### src/rtl/segea_pkg.sv
package segea_pkg;

  localparam int REG_ID_W = 3;

  // Register identifiers whose legality depends on the addressing width
  localparam logic [REG_ID_W-1:0] ID_BASE_A = 3'd3;
  localparam logic [REG_ID_W-1:0] ID_STACK  = 3'd4;
  localparam logic [REG_ID_W-1:0] ID_BASE_B = 3'd5;
  localparam logic [REG_ID_W-1:0] ID_IDX_A  = 3'd6;
  localparam logic [REG_ID_W-1:0] ID_IDX_B  = 3'd7;

  typedef enum logic [1:0] {
    ST_IDLE  = 2'd0,
    ST_MERGE = 2'd1,
    ST_EMIT  = 2'd2
  } eaState_t;

  // Strobes from control to datapath
  typedef struct packed {
    logic capture;  // latch request operands
    logic merge;    // fold scaled index into accumulator
    logic emit;     // result presented this cycle
  } eaStrobe_t;

endpackage

### src/rtl/segea_ctrl.sv
module segea_ctrl
  import segea_pkg::*;
(
  input  logic      clk,
  input  logic      rstN,
  input  logic      reqValid,
  input  logic      baseUsed,
  input  logic      indexUsed,
  input  logic      reqIllegal,
  output logic      reqReady,
  output eaStrobe_t strobe
);

  eaState_t state, stateNext;
  logic accept;
  logic twoStep;

  assign reqReady = (state == ST_IDLE);
  assign accept   = reqValid && reqReady;
  assign twoStep  = baseUsed && indexUsed && !reqIllegal;

  always_comb begin
    stateNext = state;
    unique case (state)
      ST_IDLE:  if (accept) stateNext = twoStep ? ST_MERGE : ST_EMIT;
      ST_MERGE: stateNext = ST_EMIT;
      ST_EMIT:  stateNext = ST_IDLE;
      default:  stateNext = ST_IDLE;
    endcase
  end

  always_ff @(posedge clk or negedge rstN) begin
    if (!rstN) state <= ST_IDLE;
    else       state <= stateNext;
  end

  always_comb begin
    strobe.capture = accept;
    strobe.merge   = (state == ST_MERGE);
    strobe.emit    = (state == ST_EMIT);
  end

  // single-term or erroneous requests answer on the next cycle
  a_r9_single_latency: assert property (@(posedge clk) disable iff (!rstN)
    (accept && !twoStep) |=> strobe.emit);

  // base plus index takes one more cycle
  a_r9_merge_latency: assert property (@(posedge clk) disable iff (!rstN)
    (accept && twoStep) |=> (!strobe.emit ##1 strobe.emit));

  // no acceptance while a result is shown
  a_r10_busy_while_emit: assert property (@(posedge clk) disable iff (!rstN)
    strobe.emit |-> !reqReady);

  // result strobe is a single cycle
  a_r10_single_pulse: assert property (@(posedge clk) disable iff (!rstN)
    strobe.emit |=> !strobe.emit);

endmodule

### src/rtl/segea_datapath.sv
module segea_datapath
  import segea_pkg::*;
#(
  parameter int ADDR_W    = 32,
  parameter int SEG_W     = 16,
  parameter int NARROW_W  = 16,
  parameter int SEG_SHIFT = 4,
  parameter int SCALE_W   = 2
) (
  input  logic                clk,
  input  logic                rstN,
  input  eaStrobe_t           strobe,
  input  logic                protMode,
  input  logic                descWide,
  input  logic                sizeFlip,
  input  logic                baseUsed,
  input  logic [REG_ID_W-1:0] baseSel,
  input  logic [ADDR_W-1:0]   baseVal,
  input  logic                indexUsed,
  input  logic [REG_ID_W-1:0] indexSel,
  input  logic [ADDR_W-1:0]   indexVal,
  input  logic [SCALE_W-1:0]  scaleCode,
  input  logic [ADDR_W-1:0]   dispVal,
  input  logic [SEG_W-1:0]    segSel,
  input  logic [ADDR_W-1:0]   segBase,
  output logic                reqIllegal,
  output logic [ADDR_W-1:0]   offset,
  output logic [ADDR_W-1:0]   linAddr,
  output logic                gpFault,
  output logic                regError
);

  localparam int PAD_NARROW = ADDR_W - NARROW_W;
  localparam int PAD_SEG    = ADDR_W - SEG_W - SEG_SHIFT;

  // ---------------- request decode ----------------
  logic wantWide;
  logic baseOkNarrow, idxOkNarrow;
  logic [ADDR_W-1:0] baseTerm, idxTerm, dispTerm, segTerm;

  assign wantWide     = protMode ? (descWide ^ sizeFlip) : sizeFlip;
  assign baseOkNarrow = (baseSel == ID_BASE_A) || (baseSel == ID_BASE_B);
  assign idxOkNarrow  = (indexSel == ID_IDX_A) || (indexSel == ID_IDX_B);

  always_comb begin
    if (wantWide) reqIllegal = indexUsed && (indexSel == ID_STACK);
    else          reqIllegal = (baseUsed && !baseOkNarrow) || (indexUsed && !idxOkNarrow);
  end

  always_comb begin
    baseTerm = '0;
    idxTerm  = '0;
    if (baseUsed)
      baseTerm = wantWide ? baseVal : {{PAD_NARROW{1'b0}}, baseVal[NARROW_W-1:0]};
    if (indexUsed)
      idxTerm  = wantWide ? (indexVal << scaleCode)
                          : {{PAD_NARROW{1'b0}}, indexVal[NARROW_W-1:0]};
    dispTerm = wantWide ? dispVal : {{PAD_NARROW{1'b0}}, dispVal[NARROW_W-1:0]};
    segTerm  = protMode ? segBase : {{PAD_SEG{1'b0}}, segSel, {SEG_SHIFT{1'b0}}};
  end

  // ---------------- operand registers ----------------
  logic [ADDR_W-1:0] accQ, idxQ, dispQ, segQ;
  logic wideQ, protQ, errQ;

  always_ff @(posedge clk or negedge rstN) begin
    if (!rstN) begin
      accQ  <= '0;
      idxQ  <= '0;
      dispQ <= '0;
      segQ  <= '0;
      wideQ <= 1'b0;
      protQ <= 1'b0;
      errQ  <= 1'b0;
    end else if (strobe.capture) begin
      // with a single register term only one of the two is nonzero
      accQ  <= (baseUsed && indexUsed) ? baseTerm : (baseTerm | idxTerm);
      idxQ  <= idxTerm;
      dispQ <= dispTerm;
      segQ  <= segTerm;
      wideQ <= wantWide;
      protQ <= protMode;
      errQ  <= reqIllegal;
    end else if (strobe.merge) begin
      accQ  <= accQ + idxQ;
    end
  end

  // ---------------- result formation ----------------
  logic [ADDR_W-1:0] sumFull, offsetNow, linRaw;
  logic overReal;

  always_comb begin
    sumFull   = accQ + dispQ;
    offsetNow = wideQ ? sumFull : {{PAD_NARROW{1'b0}}, sumFull[NARROW_W-1:0]};
    overReal  = !protQ && (|offsetNow[ADDR_W-1:NARROW_W]);
    linRaw    = segQ + offsetNow;
    regError  = errQ;
    gpFault   = !errQ && overReal;
    offset    = errQ ? '0 : offsetNow;
    linAddr   = (errQ || overReal) ? '0 : linRaw;
  end

  // narrow results never carry above the low half
  a_r3_narrow_upper_clear: assert property (@(posedge clk) disable iff (!rstN)
    (strobe.emit && !wideQ) |-> (offset[ADDR_W-1:NARROW_W] == '0));

  // faults only in real mode and never with an address
  a_r8_fault_real_only: assert property (@(posedge clk) disable iff (!rstN)
    (strobe.emit && gpFault) |-> (!protQ && linAddr == '0));

  // an error response carries no address and no fault
  a_r4_error_empty: assert property (@(posedge clk) disable iff (!rstN)
    (strobe.emit && regError) |-> (!gpFault && offset == '0 && linAddr == '0));

endmodule

### src/rtl/segEaGen.sv
module segEaGen
  import segea_pkg::*;
#(
  parameter int ADDR_W    = 32,
  parameter int SEG_W     = 16,
  parameter int NARROW_W  = 16,
  parameter int SEG_SHIFT = 4,
  parameter int SCALE_W   = 2
) (
  input  logic                clk,
  input  logic                rstN,
  input  logic                reqValid,
  output logic                reqReady,
  input  logic                protMode,
  input  logic                descWide,
  input  logic                sizeFlip,
  input  logic                baseUsed,
  input  logic [REG_ID_W-1:0] baseSel,
  input  logic [ADDR_W-1:0]   baseVal,
  input  logic                indexUsed,
  input  logic [REG_ID_W-1:0] indexSel,
  input  logic [ADDR_W-1:0]   indexVal,
  input  logic [SCALE_W-1:0]  scaleCode,
  input  logic [ADDR_W-1:0]   dispVal,
  input  logic [SEG_W-1:0]    segSel,
  input  logic [ADDR_W-1:0]   segBase,
  output logic                resValid,
  output logic [ADDR_W-1:0]   offset,
  output logic [ADDR_W-1:0]   linAddr,
  output logic                gpFault,
  output logic                regError
);

  eaStrobe_t strobe;
  logic reqIllegal;

  segea_ctrl u_ctrl (
    .clk        (clk),
    .rstN       (rstN),
    .reqValid   (reqValid),
    .baseUsed   (baseUsed),
    .indexUsed  (indexUsed),
    .reqIllegal (reqIllegal),
    .reqReady   (reqReady),
    .strobe     (strobe)
  );

  segea_datapath #(
    .ADDR_W    (ADDR_W),
    .SEG_W     (SEG_W),
    .NARROW_W  (NARROW_W),
    .SEG_SHIFT (SEG_SHIFT),
    .SCALE_W   (SCALE_W)
  ) u_dp (
    .clk        (clk),
    .rstN       (rstN),
    .strobe     (strobe),
    .protMode   (protMode),
    .descWide   (descWide),
    .sizeFlip   (sizeFlip),
    .baseUsed   (baseUsed),
    .baseSel    (baseSel),
    .baseVal    (baseVal),
    .indexUsed  (indexUsed),
    .indexSel   (indexSel),
    .indexVal   (indexVal),
    .scaleCode  (scaleCode),
    .dispVal    (dispVal),
    .segSel     (segSel),
    .segBase    (segBase),
    .reqIllegal (reqIllegal),
    .offset     (offset),
    .linAddr    (linAddr),
    .gpFault    (gpFault),
    .regError   (regError)
  );

  assign resValid = strobe.emit;

endmodule

### config.mk
export PLATFORM = sky130hd
export DESIGN_NAME = segEaGen
export DESIGN_NICKNAME = d
export VERILOG_FILES = /design/src/rtl/segea_pkg.sv /design/src/rtl/segea_ctrl.sv /design/src/rtl/segea_datapath.sv /design/src/rtl/segEaGen.sv
export SDC_FILE = /design/constraint.sdc
export NUM_CORES = 1
export LEC_CHECK = 0
export BUFFER_PORTS_ARGS = -buffer_cell sky130_fd_sc_hd__buf_2
export CAP_MARGIN = 20
export CORE_MARGIN = 4
export CORE_UTILIZATION = 25
export CTS_CLUSTER_DIAMETER = 120
export CTS_CLUSTER_SIZE = 12
export DETAILED_ROUTE_END_ITERATION = 16
export GPL_TIMING_DRIVEN = 0
export HOLD_SLACK_MARGIN = 0.12
export PLACE_DENSITY = 0.43
export SLEW_MARGIN = 20
export SYNTH_ARGS = -nofsm -noshare
export SYNTH_HDL_FRONTEND = slang
export SYNTH_SLANG_ARGS = --single-unit
### constraint.sdc
create_clock -name clk -period 11.1 [get_ports clk]
set_input_delay 0.555 -clock clk [delete_from_list [all_inputs] [get_ports clk]]
set_output_delay 0.555 -clock clk [all_outputs]
set_load 0.005 [all_outputs]
==> results of run 1 <==
==> area by class of cell <==
cell class | count | area [sq um]
plain buffers | 93 | 387
flip-flops and latches | 133 | 3330
clock inverters | 13 | 215
clock buffers | 19 | 453
well taps | 664 | 831
inverters | 31 | 116
repair buffers | 225 | 1160
fillers | 5328 | 33900
multi-input cells | 1296 | 8540
==> layout by cell type, fill, tap and decap left out, types with 16 or more instances in the layout <==
master,synthesis,layout
a211oi_1,16,16
a21o_1,41,41
a21oi_1,99,99
a31oi_1,18,18
and2_1,20,20
buf_2,6,228
clkbuf_1,70,70
clkbuf_16,0,17
dfrtp_1,133,133
ha_1,92,92
inv_1,31,31
mux2_2,18,18
mux2i_1,42,42
nand2_1,268,268
nand2b_1,25,25
nand3_1,61,61
nor2_1,104,104
nor2b_1,34,34
nor3_1,19,19
nor3_2,28,28
o211ai_1,31,31
o21ai_0,124,124
xnor2_1,47,47
xor2_1,26,26
==> sequential cells by signal (all words and copies together) (netlist names) <==
register	count
u_dp.segQ	32
u_dp.dispQ	32
u_dp.idxQ	32
u_dp.accQ	32
u_dp.wideQ	1
u_dp.protQ	1
u_dp.regError	1
u_ctrl.state	2
==> routing by layer <==
layer / part of all wire (%) / global-route usage, % / vias to the layer above
li1: - / - / 6080
met1: 49 / 25.0 / 5705
met2: 44 / 27.9 / 374
met3: 5.6 / 3.84 / 32
met4: 1.2 / 3.14 / 2
met5: 0.027 / 0 / -
==> logic make-up after synthesis <==
family | after synthesis | share of synthesized area (%)
adder cells (fa/ha/maj) | 97 | 9.96
multiplexers | 64 | 5.76
AND/OR/NAND/NOR | 627 | 25.0
XOR/XNOR | 74 | 5.30
buffers and inverters | 124 | 4.06
flip-flops | 133 | 26.9
AO/OA/AOI/OAI | 434 | 23.0
==> worst max-delay path: stages, from the launching register on <==
cell      delay (ps)
dfrtp_1          430
ha_1             220
inv_1             60
fa_1             400
nand2b_1         180
a21oi_1          450
nor2_1           120
o21ai_0          270
a21o_1           160
a21oi_1           70
xnor2_1          290
ha_1             360
a21o_1           200
a211oi_1         360
nand2_1           90
o21ai_0          560
o31ai_1          260
a221oi_2         370
o31ai_1          150
maj3_2           360
or4_4            420
a311oi_2         230
buf_2            160
==> through the flow <==
stage / hold WS (ps) / instance area [sq um] / cells
4_1_cts: 290 / 15000 / 2474
3_5_place_dp: 464 / 14400 / 2441
6_report: 312 / 15000 / 2474
3_3_place_gp: 457 / 14300 / 2440
5_1_grt: 315 / 15000 / 2474
2_1_floorplan: 259 / 12400 / 1553
==> Yosys cell counts (all sizes together) (4+ instances only) <==
cell       n
a2111oi    4
xor2      26
o21a      15
nor3b      6
ha        92
o31ai     10
a21oi    101
or2       10
a211oi    17
o21bai     8
and3      15
clkbuf    70
nor2b     35
mux2      18
nand2b    25
nor4       8
buf       23
nand2    268
a31oi     18
o211ai    32
mux2i     43
or3        9
a221oi     7
o21ai    128
inv       31
nor2     104
a21boi     6
nand4     11
xnor2     48
a21o      41
nand3     61
a221o      5
and2      20
nor3      47
dfrtp    133
a222oi     5
==> worst max path at each step <==
stage | startpoint | end | slack (ps) | cells past startpoint
finish | u_dp.accQ[0]$_DFFE_PN0P_ | linAddr[29] | 3920 | 22
global route | u_dp.accQ[0]$_DFFE_PN0P_ | linAddr[29] | 3470 | 22
CTS | u_dp.accQ[0]$_DFFE_PN0P_ | linAddr[29] | 3880 | 22
detailed placement | u_dp.accQ[0]$_DFFE_PN0P_ | linAddr[29] | 4360 | 22
global placement | u_dp.accQ[0]$_DFFE_PN0P_ | linAddr[29] | 4440 | 22
floorplan | u_dp.accQ[0]$_DFFE_PN0P_ | linAddr[29] | 5830 | 21
==> timing repair <==
action                                 4_1_cts  5_1_grt
hold buffers                                 1        0
setup buffers                                0        0
endpoints found under the hold margin       46        0
==> power groups by stage <==
stage | registers, mW | logic, mW | clock network, mW
3_3_place_gp | 0.720 | 2.74 | 0
5_1_grt | 0.731 | 3.09 | 0.697
6_report | 0.715 | 2.77 | 0.662
2_1_floorplan | 0.665 | 1.96 | 0
3_5_place_dp | 0.724 | 2.76 | 0
4_1_cts | 0.715 | 2.77 | 0.677
==> metrics, run 1 <==
via count of the first global-routing pass=12,311; Synth area leaders=dfrtp_1 27%, ha_1 9.3%, nand2_1 8.1%; combinational power share=66.8%; Syn Nets=1,808; Max Slew Vio Count=0; synthesis-stage register bit count=133; R2R Path Start=u_dp.accQ[0]$_DFFE_PN0P_; final core occ=30.7%; initial DRC count=762; Switch Pwr=1.98 mW; asr flop ratio synth=100%; via count=12,193; hold_sp=dispVal[7]; Synth Cell Area=12,400 sq um; Die Area=53,100 sq um; WS Path Type=reg -> out; Switching Fraction=47.7%; worst hold path class=in -> reg; status=completed; Layout area overhead=21.5%; Worst Path Max Fanout=6; Pint=2.17 mW; Seq pwr share=17.2%; Synth Instances=1,553; Sinks on Clock Net=133; Root Driver=clkbuf_16; RSZ-0062 raised after global routing=false; EDFF count, synth=0; Clk network pwr share=16.0%; critical path required time=10,550 ps; Setup TNS Final=0 ps; Slew headroom=29.3%; R2R depth=13; routability cong.=0.901; fin crit share=64.7%; Post-DP HPWL=39,100 microns; share of the synthesized area in the top cell type=26.9%; antenna violations before repair=1; Antenna Cells=0; crit path time final=7180 ps; post-synthesis sequential area ratio=26.9%; Final Hold Viols=0; Total Routing Usage GR=17.6%; Die Ht=230 microns; crit end category=output pin; Via density=4.93; maximum vdd drop=122 uV; CTS Buf Count=17; die width=230 microns; GRT overflow=0; clk buf depth=2; ANT nets after route=0; row count=81; RR Endpoint=u_dp.accQ[30]$_DFFE_PN0P_; Ys Warns=0; Max Clock Freq=139 MHz; total leakage power=7.10 nW; final setup fails=0; Detailed Route WL=47,700 microns; port bufs=223; total power=4.15 mW; reg2reg setup slack=7460 ps; nets=2,052; actual slew at the worst max-slew pin=1060 ps; Layout Skew=8.51 ps; first-pass GRT wire length=72,800 microns; Clock Latency Late Sink=440 ps; clock slew at the register clock pins of the worst setup and hold paths=70 ps; share of cells above drive strength 1=19.6%; Residual DRC=0; crit path DAT=6620 ps; # resized after CTS=0; Min-Delay Endpoint=u_dp.dispQ[7]$_DFFE_PN0P_; CTS tree=yes; Synth area leader=dfrtp_1; io pins=228; CORE AREA=49,000 sq um; pre-CTS WS=4360 ps; Max Cap Viol=0; drt first pass iters=5; final worst slack=3920 ps; drt wl/cell=19.3 microns; Initial Util=25.3%; top_reg_cell synth=dfrtp_1; largest net degree at the start of global routing=88; Synth Area per Inst=7.97 sq um; Hold Path Stages=3; CTS H-tree lvls=4; Worst setup SP type=register; power density cells=276 nW/um^2; Netlist cell types=93
(Power assumes the default switching activity.)
==> run 2, diff against run 1 <==
--- a/config.mk
+++ b/config.mk
@@ -14,7 +14,7 @@
 export DETAILED_ROUTE_END_ITERATION = 16
 export GPL_TIMING_DRIVEN = 0
 export HOLD_SLACK_MARGIN = 0.12
-export PLACE_DENSITY = 0.43
+export PLACE_DENSITY = 0.45
 export SLEW_MARGIN = 20
 export SYNTH_ARGS = -nofsm -noshare
 export SYNTH_HDL_FRONTEND = slang
==> constraint.sdc (replaced) <==
create_clock -name clk -period 6.3 [get_ports clk]
set_input_delay 0.315 -clock clk [delete_from_list [all_inputs] [get_ports clk]]
set_output_delay 0.315 -clock clk [all_outputs]
set_load 0.005 [all_outputs]
==> run 2 against run 1 <==
  * Hold slack got worse by 180 ps
  * First-iteration DRC count rose by 3.0%
  * Via count rose by 0.99%
  * Wire length rose by 0.81%
  * Sequential cell count did not move
  * Register-to-register slack got worse by 4800 ps
  * Critical endpoint unchanged
  * Largest cell class unchanged
==> metrics, run 2 (same netlist as run 1, synthesis figures left out) <==
Max stage delay cell, worst path=or4_4; CTS tree=yes; first-pass GRT wire length=72,900 microns (+0.19%); met3 Use GR=2.79% (-1.0 points); hold_sp=segBase[28]; commonest non-fill, non-tap cell in the layout=nand2_1; CTS H-tree lvls=4 (unchanged); antenna violations before repair=0 (-1); post-placement cell area=14,400 sq um (unchanged); port bufs=223 (unchanged); Total Routing Usage GR=17.6% (about the same); Clock Latency Late Sink=440 ps (about the same); Die Ht=230 microns (unchanged); Min-Delay Endpoint=u_dp.segQ[28]$_DFFE_PN0P_; CP top delay family=compound AO/OA/AOI/OAI gates; clock slew at the register clock pins of the worst setup and hold paths=60 ps (about the same); status=completed; die width=230 microns (unchanged); Final Hold Viols=0 (unchanged); via count of the first global-routing pass=12,332 (+0.17%); via count=12,314 (+0.99%); drt first pass iters=5 (unchanged); CTS Buf Count=17 (unchanged); final setup fails=0 (unchanged); crit path time final=6010 ps; crit end category=output pin; Global Route met1 Usage=25.1% (+0.12 points); CP Buf/Inv Count=2 (unchanged); final-layout fill cell count=5,252 (-1.4%); Hold Path Stages=3 (unchanged); gr busiest metal=met2; Worst setup SP type=register; actual slew at the worst max-slew pin=1100 ps (+39.6 ps); final instance area=15,400 sq um (+2.3%); slowest cell delay on critical path=420 ps (-140 ps); largest net degree at the start of global routing=91 (+3.4%); worst-path cell chain=ha_1 > inv_1 > fa_1 > nand2b_1 > a21oi_4 > nor2_1 > o21ai_1 > a21o_1 > a21oi_1 > xnor2_2 > ha_4 > a21o_1 > a211oi_2 > o21ai_0 > o21ai_4 > o31ai_1 > a221oi_2 > o31ai_1 > maj3_2 > or4_4 > a311oi_2 > buf_2; nets=2,087 (+1.7%); Hold Slack=133 ps (-179 ps); crit path DAT=5690 ps (-930 ps); row count=81 (unchanged); total leakage power=7.22 nW (+1.8%); initial DRC count=785 (+3.0%); Initial Util=25.3% (unchanged); Max Clock Freq=166 MHz; power density cells=476 nW/um^2 (+73%); Layout area overhead=24.3%; R2R depth=12 (-1); fin crit share=95.3%; reg2reg setup slack=2700 ps (-4760 ps); GRT overflow=0 (unchanged); R2R Path Start=u_dp.accQ[18]$_DFFE_PN0P_; WS Path Type=reg -> out; Die Area=53,100 sq um (unchanged); CORE AREA=49,000 sq um (unchanged); Max Cap Viol=0 (unchanged); Residual DRC=0 (unchanged); Slew headroom=26.6% (-2.6 points); GRT met2 Usage=28.2% (+0.37 points); worst hold path class=in -> reg; Worst Path Max Fanout=5 (-1); commonest non-fill, non-tap cells in the layout=268 x nand2_1, 228 x buf_2, 133 x dfrtp_1; clk buf depth=2 (unchanged); maximum vdd drop=222 uV (+82%); io pins=228 (unchanged); drt wl/cell=19.2 microns (-0.64%); Layout Skew=8.33 ps (-0.183 ps); routability cong.=0.919 (+2.0%); final core occ=31.4% (+0.71 points); Post-DP HPWL=39,300 microns (+0.46%); Root Driver=clkbuf_16; RR Endpoint=u_dp.accQ[29]$_DFFE_PN0P_; Detailed Route WL=48,100 microns (+0.81%); ANT nets after route=0 (unchanged); Via density=4.91 (-0.46%); critical path required time=5980 ps (-4570 ps); share of cells above drive strength 1=19.6% (about the same); Max Slew Vio Count=0 (unchanged); Sinks on Clock Net=133 (unchanged)
==> run 2: final cells by class <==
| cell class | instances | area (sq um) | area share (%) |
|---|---|---|---|
| multi-input cells | 1296 | 8610 | 55.9 |
| flip-flops and latches | 133 | 3330 | 21.6 |
| repair buffers | 260 | 1510 | 9.79 |
| well taps | 664 | 831 | 5.40 |
| clock buffers | 19 | 433 | 2.81 |
| plain buffers | 93 | 387 | 2.51 |
| clock inverters | 13 | 175 | 1.14 |
| inverters | 31 | 116 | 0.756 |
| diodes | 1 | 2.50 | 0.0163 |
==> run 2: stage by stage <==
stage | setup TNS, ps | cells | power (mW) | setup WS [ps]
2_1_floorplan | 0 | 1553 | 4.63 | 1270
3_3_place_gp | -110 | 2440 | 6.09 | -110
3_5_place_dp | -191 | 2441 | 6.13 | -191
4_1_cts | 0 | 2506 | 7.27 | 3.36
6_report | 0 | 2510 | 7.32 | 294
5_1_grt | -11.9 | 2509 | 7.95 | -11.9
==> run 2: worst max-delay path by stage <==
stage | startpoint | endpoint | slack [ps] | depth (start not counted)
after global routing | u_dp.accQ[1]$_DFFE_PN0P_ | linAddr[29] | -10 | 21
after CTS | u_dp.accQ[0]$_DFFE_PN0P_ | linAddr[29] | 3 | 22
after global placement | u_dp.accQ[0]$_DFFE_PN0P_ | linAddr[29] | -110 | 22
after detailed placement | u_dp.accQ[0]$_DFFE_PN0P_ | linAddr[29] | -190 | 22
after floorplan | u_dp.accQ[0]$_DFFE_PN0P_ | linAddr[29] | 1270 | 21
final | u_dp.accQ[0]$_DFFE_PN0P_ | linAddr[29] | 290 | 22
==> run 2: worst reg2reg max path, cell delays in order (launching register included) <==
cell	delay (ps)
dfrtp_1	440
ha_1	300
clkbuf_1	280
nand2_1	150
nor4_1	580
nand2_1	120
a21oi_1	400
o211ai_1	210
a2bb2oi_1	190
a211oi_1	350
a21oi_1	150
xor2_1	160
o31ai_1	190
==> run 2: layer usage <==
metal  vias up  wire [microns]
li1       6128               -
met1      5796           23300
met2       360           21400
met3        30            2730
met4         0             631
met5         -               0
==> run 2: power by group <==
group	total (mW)	leakage, nW	switching, mW	internal, mW
logic	5.00	5.27	2.90	2.10
registers	1.26	1.67	0.212	1.05
clock network	1.06	0.289	0.431	0.629
==> run 2: timing repair <==
item                                    4_1_cts  5_1_grt
gates resized for setup                       5        6
hold buffers                                 33        0
setup buffers                                 0        3
pin swaps                                     0        2
endpoints found under the hold margin        75        0
endpoints found under the setup margin        4        2
